--- src/rtl/twi_mem_pkg.sv ---
// Package: shared types and constants of the two-wire memory slave.
// Assumes: one device code for the whole family of parts.
package twi_mem_pkg;

    // Transaction phase of the slave engine
    typedef enum logic [2:0] {
        ST_IDLE,    // waiting for a START
        ST_CTRL,    // receiving the control byte
        ST_WADDR,   // receiving the word address
        ST_WDATA,   // receiving write data
        ST_RDATA,   // transmitting read data
        ST_SKIP     // not addressed; wait for START or STOP
    } twi_state_t;

    localparam logic [3:0] DEV_CODE = 4'b1010;

endpackage

--- src/rtl/twi_bus_sampler.sv ---
// Module: twi_bus_sampler
// Synchronises SCL and SDA into the system clock domain and flags SCL
// edges and START/STOP conditions on the synchronised levels.
// Assumes: the system clock runs several times faster than SCL, and both
// lines idle high (the reset value of the synchronisers).
module twi_bus_sampler #(
    parameter int SYNC_STAGES = 2
) (
    input  logic clk,
    input  logic rst_n,
    input  logic scl_in,
    input  logic sda_in,
    output logic sda_lvl,
    output logic scl_rise,
    output logic scl_fall,
    output logic start_evt,
    output logic stop_evt
);
    localparam int PIPE_W = SYNC_STAGES + 1;

    logic [PIPE_W-1:0] scl_pipe;
    logic [PIPE_W-1:0] sda_pipe;
    logic scl_now, scl_prev, sda_now, sda_prev;

    // Shift both lines through the synchroniser plus one history stage
    always_ff @(posedge clk) begin
        if (!rst_n) begin
            scl_pipe <= '1;
            sda_pipe <= '1;
        end else begin
            scl_pipe <= {scl_pipe[PIPE_W-2:0], scl_in};
            sda_pipe <= {sda_pipe[PIPE_W-2:0], sda_in};
        end
    end

    assign scl_now  = scl_pipe[SYNC_STAGES-1];
    assign scl_prev = scl_pipe[SYNC_STAGES];
    assign sda_now  = sda_pipe[SYNC_STAGES-1];
    assign sda_prev = sda_pipe[SYNC_STAGES];

    // Decode edges and bus conditions from the current and previous samples
    always_comb begin
        sda_lvl   = sda_now;
        scl_rise  = scl_now & ~scl_prev;
        scl_fall  = ~scl_now & scl_prev;
        start_evt = scl_now & scl_prev & sda_prev & ~sda_now;
        stop_evt  = scl_now & scl_prev & ~sda_prev & sda_now;
    end

endmodule

--- src/rtl/twi_addr_ptr.sv ---
// Module: twi_addr_ptr
// Address pointer split into a block part (upper bits) and an offset part
// (lower BLK_W bits). Increments touch only the offset and wrap inside the
// block.
// Assumes: at most one of the load/increment strobes is high per cycle.
module twi_addr_ptr #(
    parameter int ADDR_W = 9,
    parameter int BLK_W  = 8
) (
    input  logic              clk,
    input  logic              rst_n,
    input  logic              load_hi,
    input  logic [ADDR_W-BLK_W-1:0] hi_val,
    input  logic              load_lo,
    input  logic [BLK_W-1:0]  lo_val,
    input  logic              inc,
    output logic [ADDR_W-1:0] ptr
);
    localparam int HI_W = ADDR_W - BLK_W;

    logic [HI_W-1:0]  ptr_hi;
    logic [BLK_W-1:0] ptr_lo;

    // Block part changes only on an explicit load
    always_ff @(posedge clk) begin
        if (!rst_n)      ptr_hi <= '0;
        else if (load_hi) ptr_hi <= hi_val;
    end

    // Offset part loads from the word address or counts modulo the block size
    always_ff @(posedge clk) begin
        if (!rst_n)       ptr_lo <= '0;
        else if (load_lo) ptr_lo <= lo_val;
        else if (inc)     ptr_lo <= ptr_lo + 1'b1;
    end

    assign ptr = {ptr_hi, ptr_lo};

endmodule

--- src/rtl/twi_slave_ctl.sv ---
// Module: twi_slave_ctl
// Byte-level protocol engine: counts bits, decodes the control byte,
// decides acknowledges, drives read data and emits write bytes.
// Assumes: events come from twi_bus_sampler; rd_data is valid for the
// current pointer; SDA drive changes only on a detected SCL fall.
module twi_slave_ctl
    import twi_mem_pkg::*;
#(
    parameter int ADDR_W = 9,
    parameter int BLK_W  = 8
) (
    input  logic              clk,
    input  logic              rst_n,
    input  logic              sda_lvl,
    input  logic              scl_rise,
    input  logic              scl_fall,
    input  logic              start_evt,
    input  logic              stop_evt,
    input  logic [1:0]        chip_sel,
    input  logic              prog_busy,
    input  logic [ADDR_W-1:0] ptr,
    input  logic [7:0]        rd_data,
    output logic              ld_hi,
    output logic [ADDR_W-BLK_W-1:0] hi_val,
    output logic              ld_lo,
    output logic [BLK_W-1:0]  lo_val,
    output logic              ptr_inc,
    output logic              sda_oe,
    output logic              wr_valid,
    output logic [ADDR_W-1:0] wr_addr,
    output logic [7:0]        wr_data,
    output logic              wr_commit
);
    localparam int HI_W = ADDR_W - BLK_W;
    localparam logic [3:0] ACK_BIT = 4'd8;
    localparam logic [3:0] ACK_END = 4'd9;

    twi_state_t  state;
    logic [3:0]  bit_cnt;
    logic [7:0]  rx_sr;
    logic [7:0]  tx_sr;
    logic        rd_go;
    logic        got_data;
    logic        byte_done, ack_end, code_ok;
    logic        data_take, rd_load;

    // Decode byte boundaries, address match and pointer strobes
    always_comb begin
        byte_done = scl_fall && (bit_cnt == ACK_BIT);
        ack_end   = scl_fall && (bit_cnt == ACK_END);
        code_ok   = (rx_sr[7:4] == DEV_CODE) && (rx_sr[3:2] == chip_sel);
        ld_hi     = (state == ST_CTRL) && byte_done && code_ok && !prog_busy;
        hi_val    = {HI_W{rx_sr[1]}};
        ld_lo     = (state == ST_WADDR) && byte_done && !prog_busy;
        lo_val    = rx_sr[BLK_W-1:0];
        data_take = (state == ST_WDATA) && byte_done && !prog_busy;
        rd_load   = (state == ST_RDATA) && ack_end && rd_go;
        ptr_inc   = data_take || rd_load;
    end

    // Main sequencer: bit counting, acknowledge, read shifting, write output
    always_ff @(posedge clk) begin
        if (!rst_n) begin
            state     <= ST_IDLE;
            bit_cnt   <= '0;
            rx_sr     <= '0;
            tx_sr     <= '0;
            rd_go     <= 1'b0;
            got_data  <= 1'b0;
            sda_oe    <= 1'b0;
            wr_valid  <= 1'b0;
            wr_addr   <= '0;
            wr_data   <= '0;
            wr_commit <= 1'b0;
        end else begin
            wr_valid  <= 1'b0;
            wr_commit <= 1'b0;
            if (start_evt) begin
                state    <= ST_CTRL;
                bit_cnt  <= '0;
                sda_oe   <= 1'b0;
                rd_go    <= 1'b0;
                got_data <= 1'b0;
            end else if (stop_evt) begin
                wr_commit <= (state == ST_WDATA) && got_data;
                state    <= ST_IDLE;
                bit_cnt  <= '0;
                sda_oe   <= 1'b0;
                rd_go    <= 1'b0;
                got_data <= 1'b0;
            end else if (state != ST_IDLE) begin
                if (scl_rise) begin
                    if (bit_cnt < ACK_BIT) begin
                        rx_sr   <= {rx_sr[6:0], sda_lvl};
                        bit_cnt <= bit_cnt + 1'b1;
                    end else if (bit_cnt == ACK_BIT) begin
                        bit_cnt <= ACK_END;
                        if (state == ST_RDATA) rd_go <= !sda_lvl;
                    end
                end
                if (byte_done) begin
                    unique case (state)
                        ST_CTRL: begin
                            if (code_ok && !prog_busy) begin
                                sda_oe <= 1'b1;
                                rd_go  <= rx_sr[0];
                                state  <= rx_sr[0] ? ST_RDATA : ST_WADDR;
                            end else begin
                                state  <= ST_SKIP;
                            end
                        end
                        ST_WADDR: begin
                            if (!prog_busy) begin
                                sda_oe <= 1'b1;
                                state  <= ST_WDATA;
                            end else begin
                                state  <= ST_SKIP;
                            end
                        end
                        ST_WDATA: begin
                            if (!prog_busy) begin
                                sda_oe   <= 1'b1;
                                wr_valid <= 1'b1;
                                wr_addr  <= ptr;
                                wr_data  <= rx_sr;
                                got_data <= 1'b1;
                            end else begin
                                state    <= ST_SKIP;
                            end
                        end
                        ST_RDATA: sda_oe <= 1'b0;
                        default:  sda_oe <= 1'b0;
                    endcase
                end else if (ack_end) begin
                    bit_cnt <= '0;
                    sda_oe  <= 1'b0;
                    if (state == ST_RDATA) begin
                        if (rd_go) begin
                            tx_sr  <= rd_data;
                            sda_oe <= !rd_data[7];
                        end else begin
                            state  <= ST_SKIP;
                        end
                    end
                end else if (scl_fall && (state == ST_RDATA) &&
                             (bit_cnt != 4'd0) && (bit_cnt < ACK_BIT)) begin
                    tx_sr  <= {tx_sr[6:0], 1'b0};
                    sda_oe <= !tx_sr[6];
                end
            end
        end
    end

endmodule

--- src/rtl/twi_mem_slave.sv ---
// Module: twi_mem_slave (top)
// Two-wire bus slave for a block-organised serial memory: bus sampling,
// protocol engine and address pointer.
// Assumes: mem_rdata follows mem_raddr combinationally; the programming
// sequencer raises prog_busy for the whole of a programming cycle.
module twi_mem_slave #(
    parameter int ADDR_W      = 9,
    parameter int BLK_W       = 8,
    parameter int SYNC_STAGES = 2
) (
    input  logic              clk,
    input  logic              rst_n,
    input  logic              scl_in,
    input  logic              sda_in,
    output logic              sda_oe,
    input  logic [1:0]        chip_sel,
    input  logic              prog_busy,
    output logic [ADDR_W-1:0] mem_raddr,
    input  logic [7:0]        mem_rdata,
    output logic              wr_valid,
    output logic [ADDR_W-1:0] wr_addr,
    output logic [7:0]        wr_data,
    output logic              wr_commit
);
    localparam int HI_W = ADDR_W - BLK_W;

    logic sda_lvl, scl_rise, scl_fall, start_evt, stop_evt;
    logic ld_hi, ld_lo, ptr_inc;
    logic [HI_W-1:0]  hi_val;
    logic [BLK_W-1:0] lo_val;
    logic [ADDR_W-1:0] ptr;

    twi_bus_sampler #(.SYNC_STAGES(SYNC_STAGES)) u_sampler (
        .clk       (clk),
        .rst_n     (rst_n),
        .scl_in    (scl_in),
        .sda_in    (sda_in),
        .sda_lvl   (sda_lvl),
        .scl_rise  (scl_rise),
        .scl_fall  (scl_fall),
        .start_evt (start_evt),
        .stop_evt  (stop_evt)
    );

    twi_slave_ctl #(.ADDR_W(ADDR_W), .BLK_W(BLK_W)) u_ctl (
        .clk       (clk),
        .rst_n     (rst_n),
        .sda_lvl   (sda_lvl),
        .scl_rise  (scl_rise),
        .scl_fall  (scl_fall),
        .start_evt (start_evt),
        .stop_evt  (stop_evt),
        .chip_sel  (chip_sel),
        .prog_busy (prog_busy),
        .ptr       (ptr),
        .rd_data   (mem_rdata),
        .ld_hi     (ld_hi),
        .hi_val    (hi_val),
        .ld_lo     (ld_lo),
        .lo_val    (lo_val),
        .ptr_inc   (ptr_inc),
        .sda_oe    (sda_oe),
        .wr_valid  (wr_valid),
        .wr_addr   (wr_addr),
        .wr_data   (wr_data),
        .wr_commit (wr_commit)
    );

    twi_addr_ptr #(.ADDR_W(ADDR_W), .BLK_W(BLK_W)) u_ptr (
        .clk     (clk),
        .rst_n   (rst_n),
        .load_hi (ld_hi),
        .hi_val  (hi_val),
        .load_lo (ld_lo),
        .lo_val  (lo_val),
        .inc     (ptr_inc),
        .ptr     (ptr)
    );

    assign mem_raddr = ptr;

endmodule

--- config.mk ---
export PLATFORM = sky130hd
export DESIGN_NAME = twi_mem_slave
export DESIGN_NICKNAME = d
export VERILOG_FILES = /design/src/rtl/twi_mem_pkg.sv /design/src/rtl/twi_bus_sampler.sv /design/src/rtl/twi_addr_ptr.sv /design/src/rtl/twi_slave_ctl.sv /design/src/rtl/twi_mem_slave.sv
export SDC_FILE = /design/constraint.sdc
export NUM_CORES = 1
export LEC_CHECK = 0
export ABC_AREA = 1
export BUFFER_PORTS_ARGS = -buffer_cell sky130_fd_sc_hd__buf_2
export CORE_ASPECT_RATIO = 0.75
export CORE_MARGIN = 1.5
export CORE_UTILIZATION = 45
export CTS_BUF_LIST = sky130_fd_sc_hd__clkbuf_8
export DETAILED_ROUTE_END_ITERATION = 8
export PLACE_DENSITY_LB_ADDON = 0.1
export SYNTH_ARGS = -nofsm -noshare
export SYNTH_HDL_FRONTEND = slang
export SYNTH_SLANG_ARGS = --single-unit
--- constraint.sdc ---
create_clock -name clk -period 1.95 [get_ports clk]
set_clock_uncertainty 0.2 [all_clocks]
set_input_delay 0.195 -clock clk [delete_from_list [all_inputs] [get_ports clk]]
set_output_delay 0.195 -clock clk [all_outputs]
set_load 0.02 [all_outputs]
==> impl_metrics.json, run 1 <==
{
  "status": "completed",
  "hold-path-cell-count": 5,
  "hold_viol": 0,
  "layout_common_cells": "nand2_1, dfxtp_1, nor2_1, buf_2, inv_1",
  "cts_tree": "built",
  "synth_nets": 410,
  "clk_latency_ns": 0.34,
  "grt_max_degree": 40,
  "yosysTopAreaCell": "dfxtp_1",
  "setup_tns_ns": 0,
  "dp_hpwl_mm": 4.72,
  "io_buffers": 43,
  "ctsRootBufferMaster": "clkbuf_8",
  "cp_top_family": "simple AND/OR/NAND/NOR gates",
  "synth.top_cells.by_area": "dfxtp_1, nand2_1, nor2_1",
  "fp.dieH_um": 70.8,
  "rrSetupSlack_ns": 0.13,
  "path_common_cell": "nor2_1",
  "ant_nets": 0,
  "drtIter0Drc": 127,
  "hp-class": "in2reg",
  "clkTransAtPathRegs_ns": 0.06,
  "io-pin-count": 44,
  "track_usage": 0.219,
  "reg2reg_from": "u_ctl.bit_cnt[0]",
  "start_util": 0.472,
  "numCtsBuffers": 9,
  "synthesis.area_um2": 2760,
  "hold_start": "mem_rdata[2]",
  "required_ns": 1.98,
  "detail_route.wirelength_mm": 6.63,
  "synth_cell_types": 34,
  "clock_sinks": 59,
  "critPathKind": "reg2reg",
  "grt_pass1_wl_mm": 11.2,
  "min_period_over_period": 0.933,
  "timing.final.setup_violations": 0,
  "max-vdd-ir-drop_mv": 0.397,
  "drc": 0,
  "grt_pass1_vias": 2331,
  "arrival_ns": 1.85,
  "fp.dieW_um": 93.5,
  "max_freq_mhz": 549,
  "postSynthAreaPerCell_um2": 7.06,
  "synth_edf_count": 0,
  "yosysTopAreaCellShare": 0.428,
  "max_slew_margin": 0.749,
  "start_kind": "flip-flop",
  "async_flop_share": 0,
  "final_nets": 468,
  "placed_area_um2": 3070,
  "cts.htree.levels": 3,
  "antenna_found_initial": 0,
  "syn_to_final_growth_pct": 21.4,
  "critPathBufInv": 1,
  "crit_path_top_delay_cell": "dfxtp_1",
  "fin_area_um2": 3350,
  "final_common_cell": "nand2_1",
  "core.rowCount": 24,
  "synth_ff_type": "dfxtp_1",
  "dieArea_um2": 6620,
  "max_stage_delay_ns": 0.34,
  "netlist_instances": 391,
  "grt.overflow.total": 0,
  "antennaDiodeCount": 0,
  "drive_gt1_frac": 0.212,
  "yosysWarnings": 0,
  "synth_seq_area_share": 0.428,
  "place.gp.congestion": 0.921,
  "avgRoutedWirePerCell_um": 12.5,
  "cp-end-kind": "flip-flop",
  "power_density_nw_per_um2": 720,
  "clk_path_buf_depth": 2,
  "vias": 2625,
  "fp.coreArea_um2": 5860,
  "min_to": "u_ctl.tx_sr[2]",
  "viasPerCell": 4.94,
  "power.leakage_nw": 1.53,
  "worstMarginPinSlew_ns": 0.375,
  "cap_violations": 0,
  "fin_crit_ns": 1.82,
  "fillCellCount": 597,
  "worst-r2r-cell-count": 9,
  "dr.pass1.iters": 5,
  "ys_seq_elements": 59,
  "r2r-end": "u_ctl.state[0]",
  "crit_chain": "inv_2 > ha_2 > nand3_2 > nor2_4 > nand2_4 > nand4_1 > nand2_1 > nor2_1 > nor2_1",
  "final-max-slew-violation-count": 0,
  "cp_max_fo": 6
}
[kinds of logic after synthesis]
kind of cell,share of synthesized area
flops,0.428
compound gates,0.153
xor+xnor,0.0159
simple gates,0.299
fa+ha+maj,0.0181
buf+inv,0.0865
[synthesized netlist by cell type, types with 2 or more instances]
master     n
a22oi_1    2
dfxtp_1   59
nand3b_1   2
inv_1     37
a31oi_1    3
or2_2      5
nand4_1    4
nor2_1    57
buf_6      3
xnor2_1    2
nand2_4    2
buf_4      2
ha_1       4
clkbuf_1   5
nand3_1   24
nor2_4     2
nor3_1     5
o21ai_0   40
inv_2      6
nor2_2     2
a21oi_1   28
xor2_1     3
nand2_1   82
nand2_2    2
[per-layer routing]
layer	wire, um	GRT usage	vias up
met2	2660	0.292	87
met1	3430	0.328	1152
met3	474	0.0796	7
met4	56	0.0556	0
li1	-	-	1379
met5	0	0	-
[what timing repair did]
action,CTS,global route
endpoints found under the setup margin,0,33
gates resized for setup,0,17
endpoints found under the hold margin,3,0
buffers inserted,0,3
hold buffers,3,0
[through the flow]
stage | utilization | worst slack (ns) | power [W] | std cells | hold slack (ns)
floorplan | - | 0.252 | 0.00130 | 391 | 0.102
global placement | 0.524 | 0.0886 | 0.00134 | 510 | 0.184
detailed placement | 0.524 | 0.0382 | 0.00134 | 510 | 0.186
CTS | 0.562 | 0.0163 | 0.00243 | 528 | 0.00843
global route | 0.572 | -0.0116 | 0.00252 | 531 | 0.0183
finish | 0.572 | 0.130 | 0.00241 | 531 | 0.0159
[power breakdown]
part           internal, W  switching (W)  total [W]  leakage [nW]
registers          0.00121     0.00000701    0.00122         0.476
clock network     0.000641       0.000453    0.00109         0.108
logic            0.0000391      0.0000614   0.000100         0.943
total              0.00189       0.000522    0.00241          1.53
[layout make-up]
class                           instances  area [um2]  area share
Sequential cell                        59        1180       0.352
Multi-Input combinational cell        277        1370       0.407
Clock inverter                          4        42.5      0.0127
Inverter                               44         175      0.0523
Tap cell                               78        97.6      0.0291
Clock buffer                           11         151      0.0452
Timing Repair Buffer                   58         339       0.101
[worst max path at each step]
stage,startpoint,end,slack (ns),cells after the start
floorplan,u_ctl.bit_cnt[0],u_ptr.ptr_lo[7],0.25,11
global placement,u_ctl.bit_cnt[0],u_ctl.wr_data[2],0.09,8
detailed placement,u_ctl.bit_cnt[0],u_ctl.wr_data[3],0.04,8
CTS,u_ctl.bit_cnt[0],u_ctl.wr_data[3],0.02,8
global route,u_ctl.bit_cnt[1],u_ctl.state[2],-0.01,10
finish,u_ctl.bit_cnt[0],u_ctl.state[0],0.13,9
[tightest hold or removal path, cell delays in order]
cell	delay, ns
buf_2	0.07
nand2_1	0.04
nand2_1	0.05
o21ai_0	0.07
nor2_1	0.08
[registers in the layout, summed over array words and instances, names as in the netlist]
name and flops:
u_ptr.ptr_lo 8, u_ctl.state 3, u_sampler.sda_pipe 3, u_ctl.sda_oe 1, u_ctl.lo_val 8, u_ctl.wr_valid 1
u_ptr.ptr_hi 1, u_ctl.rd_go 1, u_ctl.tx_sr 7, u_ctl.wr_addr 9, u_ctl.wr_data 8, u_ctl.got_data 1
u_ctl.bit_cnt 4, u_sampler.scl_pipe 3, u_ctl.wr_commit 1
(Power assumes the default switching activity.)
==> inputs of run 2 (changes only) <==
- BUFFER_PORTS_ARGS: -buffer_cell sky130_fd_sc_hd__buf_2 -> not set
- DONT_BUFFER_PORTS: not set -> 1
==> run 2 against run 1 <==
Compared with the run above: register-to-register slack about the same; non-clock buffer count down 28; global-route usage up 0.73 points; critical path type unchanged; die area unchanged; setup slack worse by 0.0093 ns; utilization down 1.1 points; via count down 3.0%; largest power group unchanged; combinational power about the same.
==> impl_metrics.json, run 2 (synthesis results as in run 1) <==
{
  "wl_met3_um": 483,
  "largest_reg_flops": 9,
  "grt_max_degree": 41,
  "fp.coreArea_um2": 5860,
  "m1WireLength_mm": 3.40,
  "register_area_um2": 1180,
  "grt_pass1_vias": 2363,
  "hold_viol": 0,
  "clkTransAtPathRegs_ns": 0.07,
  "power.leakage_nw": 1.37,
  "io_buffers": 0,
  "dp_hpwl_mm": 4.91,
  "power_density_nw_per_um2": 734,
  "max_flop_register": "u_ctl.wr_addr",
  "grt.overflow.total": 0,
  "max_slew_margin": 0.712,
  "hp-class": "in2reg",
  "met2_length_mm": 2.89,
  "cp-end-kind": "flip-flop",
  "drive_gt1_frac": 0.157,
  "max_stage_delay_ns": 0.33,
  "max_freq_mhz": 547,
  "final_common_cell": "nand2_1",
  "drtIter0Drc": 167,
  "crit_chain": "inv_2 > ha_2 > nand3_2 > nor2_4 > buf_4 > nand3_2 > nand2_4 > nor2_4 > nand2_1 > nand3_1 > nand2_1 > inv_1",
  "pre_cts_ws_ns": 0.0166,
  "multiInputGateArea_um2": 1370,
  "setup_tns_ns": 0,
  "dieArea_um2": 6620,
  "vias": 2547,
  "top_layer": "met4",
  "finalWorstSetupSlack_ns": 0.121,
  "ant_nets": 0,
  "grt_pass1_wl_mm": 11.3,
  "fp.dieW_um": 93.5,
  "fin_crit_ns": 1.83,
  "ctsRootBufferMaster": "clkbuf_8",
  "syn_to_final_growth_pct": 19.1,
  "final_nets": 440,
  "core.rowCount": 24,
  "detail_route.wirelength_mm": 6.86,
  "cp_max_fo": 9,
  "cts.htree.levels": 3,
  "cap_violations": 0,
  "fp.dieH_um": 70.8,
  "min_period_over_period": 0.938,
  "worstMarginPinSlew_ns": 0.432,
  "fillCellCount": 588,
  "avgRoutedWirePerCell_um": 13.6,
  "layout_common_cells": "nand2_1, dfxtp_1, nor2_1, o21ai_0, inv_1",
  "clk_path_buf_depth": 2,
  "required_ns": 2.00,
  "arrival_ns": 1.88,
  "clock_sinks": 59,
  "max-vdd-ir-drop_mv": 0.539,
  "dr.pass1.iters": 4,
  "numCtsBuffers": 9,
  "cts_tree": "built",
  "clk_latency_ns": 0.34,
  "viasPerCell": 5.05,
  "critPathKind": "reg2reg",
  "start_util": 0.472,
  "track_usage": 0.226,
  "crit_path_top_delay_cell": "dfxtp_2",
  "final-max-slew-violation-count": 0,
  "status": "completed",
  "antennaDiodeCount": 0,
  "place.gp.congestion": 0.911,
  "timing.final.setup_violations": 0,
  "drc": 0,
  "io-pin-count": 44,
  "rsz0062_at_grt": "yes",
  "antenna_found_initial": 0,
  "start_kind": "flip-flop"
}
[run 2: changes by cell type in the layout (fill, tap and decap cells not counted), moves of 4 or more]
cell	change
buf_2	-43
buf_4	+7
dlygate4sd3_1	+8
o21ai_0	+4
o21ai_1	-4
[run 2: per-layer routing]
metal / vias to the layer above / global-route usage
met1: 1129 / 0.315
met5: - / 0
met4: 0 / 0.103
li1: 1328 / -
met3: 11 / 0.0720
met2: 79 / 0.317
[run 2: timing repair]
action | CTS | global route
setup buffers | 0 | 4
endpoints found under the setup margin | 0 | 31
gates resized for setup | 0 | 17
hold endpoints to repair | 47 | 0
hold buffers | 12 | 0
[run 2: cell type report]
class | count | share of cell area
inverters | 44 | 0.0533
well taps | 78 | 0.0297
clock inverters | 7 | 0.0209
clock buffers | 9 | 0.0377
flip-flops and latches | 59 | 0.360
multi-input cells | 277 | 0.418
repair buffers | 30 | 0.0807
[run 2: where the power goes]
group          internal, W  leakage [nW]  switching, W  total [W]
combinational    0.0000422         0.795     0.0000588   0.000101
clock             0.000584        0.0950      0.000509    0.00109
sequential         0.00121         0.477    0.00000719    0.00122
[run 2: worst paths after layout]
| kind | slack (ns) | start | endpoint | cells past startpoint |
|---|---|---|---|---|
| hold / removal | 0.03 | mem_rdata[7] | u_ctl.sda_oe | 7 |
| hold reg to reg | 0.22 | u_sampler.scl_pipe[0] | u_sampler.scl_pipe[1] | 1 |
| setup reg to reg | 0.12 | u_ctl.bit_cnt[1] | u_ptr.ptr_lo[7] | 12 |
| setup / recovery | 0.12 | u_ctl.bit_cnt[1] | u_ptr.ptr_lo[7] | 12 |
[run 2: metrics by stage]
stage | cells | instance area, um2 | utilization | hold WS, ns | power, W
floorplan | 391 | 2760 | - | 0.102 | 0.00130
global placement | 472 | 2890 | 0.494 | 0.0694 | 0.00131
detailed placement | 472 | 2890 | 0.494 | 0.0706 | 0.00131
CTS | 500 | 3210 | 0.549 | 0.0211 | 0.00243
global route | 504 | 3290 | 0.562 | 0.0804 | 0.00252
finish | 504 | 3290 | 0.562 | 0.0333 | 0.00241
[run 2: worst max-delay path: cells and delay by family (launching register included)]
kind | cells | cell delay, ns
and+or+nand+nor | 8 | 0.78
buffers and inverters | 3 | 0.24
adders and majority gates | 1 | 0.18
DFF | 1 | 0.33
==> inputs of run 3 (changes only) <==
- ABC_AREA: 1 -> not set
==> run 3 against run 2 <==
Compared with the run above: the flow now finishes with violations (negative setup slack); wire length is 16% higher; synthesized cell count decreased by 18%; sequential cell count is the same; sequential power about the same; worst hold slack got worse by 0.0056 ns; register-to-register slack worse by 0.35 ns; critical path type unchanged; highest routed layer unchanged.
==> impl_metrics.json, run 3 <==
{
  "grt.overflow.total": 0,
  "clock_sinks": 59,
  "syn_to_final_growth_pct": 42.0,
  "dieArea_um2": 6620,
  "yosysTopAreaCellShare": 0.428,
  "synth_mux_area_frac": 0.0399,
  "total_power_w": 0.00232,
  "violations": "negative setup slack",
  "hp-class": "in2reg",
  "finalWorstSetupSlack_ns": -0.231,
  "fp.coreArea_um2": 5860,
  "cp_max_fo": 6,
  "switching_share": 0.255,
  "clk_latency_ns": 0.34,
  "viasPerCell": 5.46,
  "grt_pass1_vias": 2427,
  "yosys-top-cells-count": "nand2_1, dfxtp_1, nor2_1, a21oi_1, nand2b_1",
  "yosysTopAreaCell": "dfxtp_1",
  "synth_nets": 339,
  "intPower_w": 0.00173,
  "async_flop_share": 0,
  "start_kind": "flip-flop",
  "synth_edf_count": 0,
  "ys_seq_elements": 59,
  "max_freq_mhz": 458,
  "vias": 2610,
  "final_common_cell": "nand2_1",
  "ctsRootBufferMaster": "clkbuf_8",
  "final-max-slew-violation-count": 0,
  "clk_path_buf_depth": 2,
  "core.rowCount": 24,
  "pwr-share-clk": 0.429,
  "place.gp.congestion": 0.928,
  "final_nets": 414,
  "fillCellCount": 476,
  "synth_seq_area_share": 0.428,
  "yosys.area_share.simple": 0.266,
  "largest_reg_flops": 9,
  "max_slew_margin": 0.326,
  "max_flop_register": "u_ctl.wr_addr",
  "cp-end-kind": "flip-flop",
  "utilization": 0.670,
  "postSynthAreaPerCell_um2": 8.63,
  "synth_most_common_cell": "nand2_1",
  "fin_crit_ns": 2.18,
  "drive_gt1_frac": 0.348,
  "seq_power_share": 0.523,
  "synth_xor_area_frac": 0.0127,
  "grt_pass1_wl_mm": 12.3,
  "cts.htree.levels": 3,
  "worstMarginPinSlew_ns": 1.01,
  "status": "finished with violations",
  "start_util": 0.472,
  "yosysWarnings": 0,
  "cts_tree": "built",
  "placed_area_um2": 3280,
  "max_stage_delay_ns": 0.37,
  "min_period_over_period": 1.12,
  "power_frac_comb": 0.048,
  "drc": 0,
  "synth_cell_types": 54,
  "clkTransAtPathRegs_ns": 0.07,
  "dp_hpwl_mm": 5.16,
  "io-pin-count": 44,
  "arrival_ns": 2.23,
  "numCtsBuffers": 9,
  "crit_chain": "inv_2 > ha_4 > nor2b_4 > or3_4 > a2111oi_4 > buf_4 > clkbuf_16 > nor2_4 > a311oi_2",
  "ant_nets": 0,
  "avgRoutedWirePerCell_um": 16.7,
  "track_usage": 0.246,
  "required_ns": 2.00,
  "timing.final.setup_violations": 36,
  "synth_compound_area_frac": 0.193,
  "io_buffers": 0,
  "critPathKind": "reg2reg",
  "synthesis.area_um2": 2760,
  "synth_ff_type": "dfxtp_1",
  "synth_top_family_by_area": "simple AND/OR/NAND/NOR gates",
  "detail_route.wirelength_mm": 7.97,
  "synth.top_cells.by_area": "dfxtp_1, nand2_1, a21oi_1",
  "synthAdderAreaFrac": 0.0181,
  "grt_max_degree": 32,
  "fp.dieW_um": 93.5,
  "max-vdd-ir-drop_mv": 0.442,
  "antennaDiodeCount": 0,
  "power.leakage_nw": 1.42,
  "netlist_instances": 320,
  "antenna_found_initial": 0,
  "drtIter0Drc": 209,
  "rsz0062_at_grt": "yes",
  "dr.pass1.iters": 4,
  "crit_path_top_delay_cell": "a2111oi_4",
  "fin_area_um2": 3920,
  "p_switching_w": 0.000593,
  "hold_viol": 0,
  "fp.dieH_um": 70.8,
  "power_density_nw_per_um2": 593,
  "layout_common_cells": "nand2_1, buf_4, dfxtp_1, nor2_1, a21oi_1",
  "cap_violations": 0
}
[run 3: cell count changes in the layout (fill, tap and decap cells not counted), moves of 6 or more]
cell	delta
mux2i_1	+10
nand2_1	-16
a21oi_2	+7
nor2_1	-36
nand3_1	-15
a21oi_1	-11
inv_1	-28
nand2b_1	+12
buf_4	+41
buf_6	+8
a21boi_1	+6
o21ai_0	-39
[run 3: cell type report]
cell class	instances	area, um2	share of cell area
sequential	59	1180	0.302
multi-input combinational	236	1730	0.440
timing repair buffer	81	706	0.180
tap	78	97.6	0.0249
clock buffer	9	124	0.0316
clock inverter	7	53.8	0.0137
inverter	8	30.0	0.00766
[run 3: path summary, 6_finish.rpt]
path / to / cells past startpoint / from / slack [ns]
hold reg to reg: u_sampler.sda_pipe[1] / 1 / u_sampler.sda_pipe[0] / 0.21
setup reg to reg: u_ctl.tx_sr[1] / 9 / u_ctl.bit_cnt[0] / -0.23
setup / recovery: u_ctl.tx_sr[1] / 9 / u_ctl.bit_cnt[0] / -0.23
hold / removal: u_ctl.bit_cnt[3] / 5 / rst_n / 0.03
[run 3: layer usage]
metal	vias up	GRT usage	wire, um
li1	1290	-	-
met1	1225	0.369	3990
met2	88	0.346	3450
met3	7	0.0634	471
met4	0	0.0657	61
met5	-	0	0
[run 3: kinds of logic after synthesis]
kind of cell	after synthesis
multiplexers	11
AO/OA/AOI/OAI	68
AND/OR/NAND/NOR	148
XOR/XNOR	4
adder cells (fa/ha/maj)	4
buffers and inverters	26
flip-flops	59
[run 3: through the flow]
stage | setup WS (ns) | hold slack (ns) | setup TNS (ns) | instances
detailed placement | -0.250 | 0.0732 | -4.03 | 435
CTS | -0.191 | 0.0187 | -3.50 | 474
finish | -0.231 | 0.0277 | -5.50 | 478
global placement | -0.198 | 0.0715 | -3.27 | 435
global route | -0.294 | 0.0448 | -7.26 | 478
floorplan | -0.214 | 0.0680 | -2.46 | 320
[run 3: power by group through the flow]
| stage | Sequential, W | Combinational (W) | Clock [W] |
|---|---|---|---|
| after floorplan | 0.00124 | 0.0000534 | 0 |
| after global placement | 0.00124 | 0.0000791 | 0 |
| after detailed placement | 0.00124 | 0.0000786 | 0 |
| after CTS | 0.00122 | 0.000106 | 0.00102 |
| after global routing | 0.00122 | 0.000121 | 0.00108 |
| final | 0.00122 | 0.000112 | 0.000996 |
[run 3: timing repair]
action / in CTS / in global routing
hold buffers: 11 / 0
pin swaps: 9 / 16
endpoints found under the hold margin: 33 / 0
buffers inserted: 10 / 5
cloned: 2 / 0
setup endpoints to repair: 36 / 52
resized for setup: 18 / 36
[run 3: critical path: cells and delay by family (launching register included)]
family                   cells  cell delay [ns]
flip-flops                   1             0.34
AND/OR/NAND/NOR              3             0.49
AO/OA/AOI/OAI                2             0.54
buffers and inverters        3             0.38
adder cells (fa/ha/maj)      1             0.15
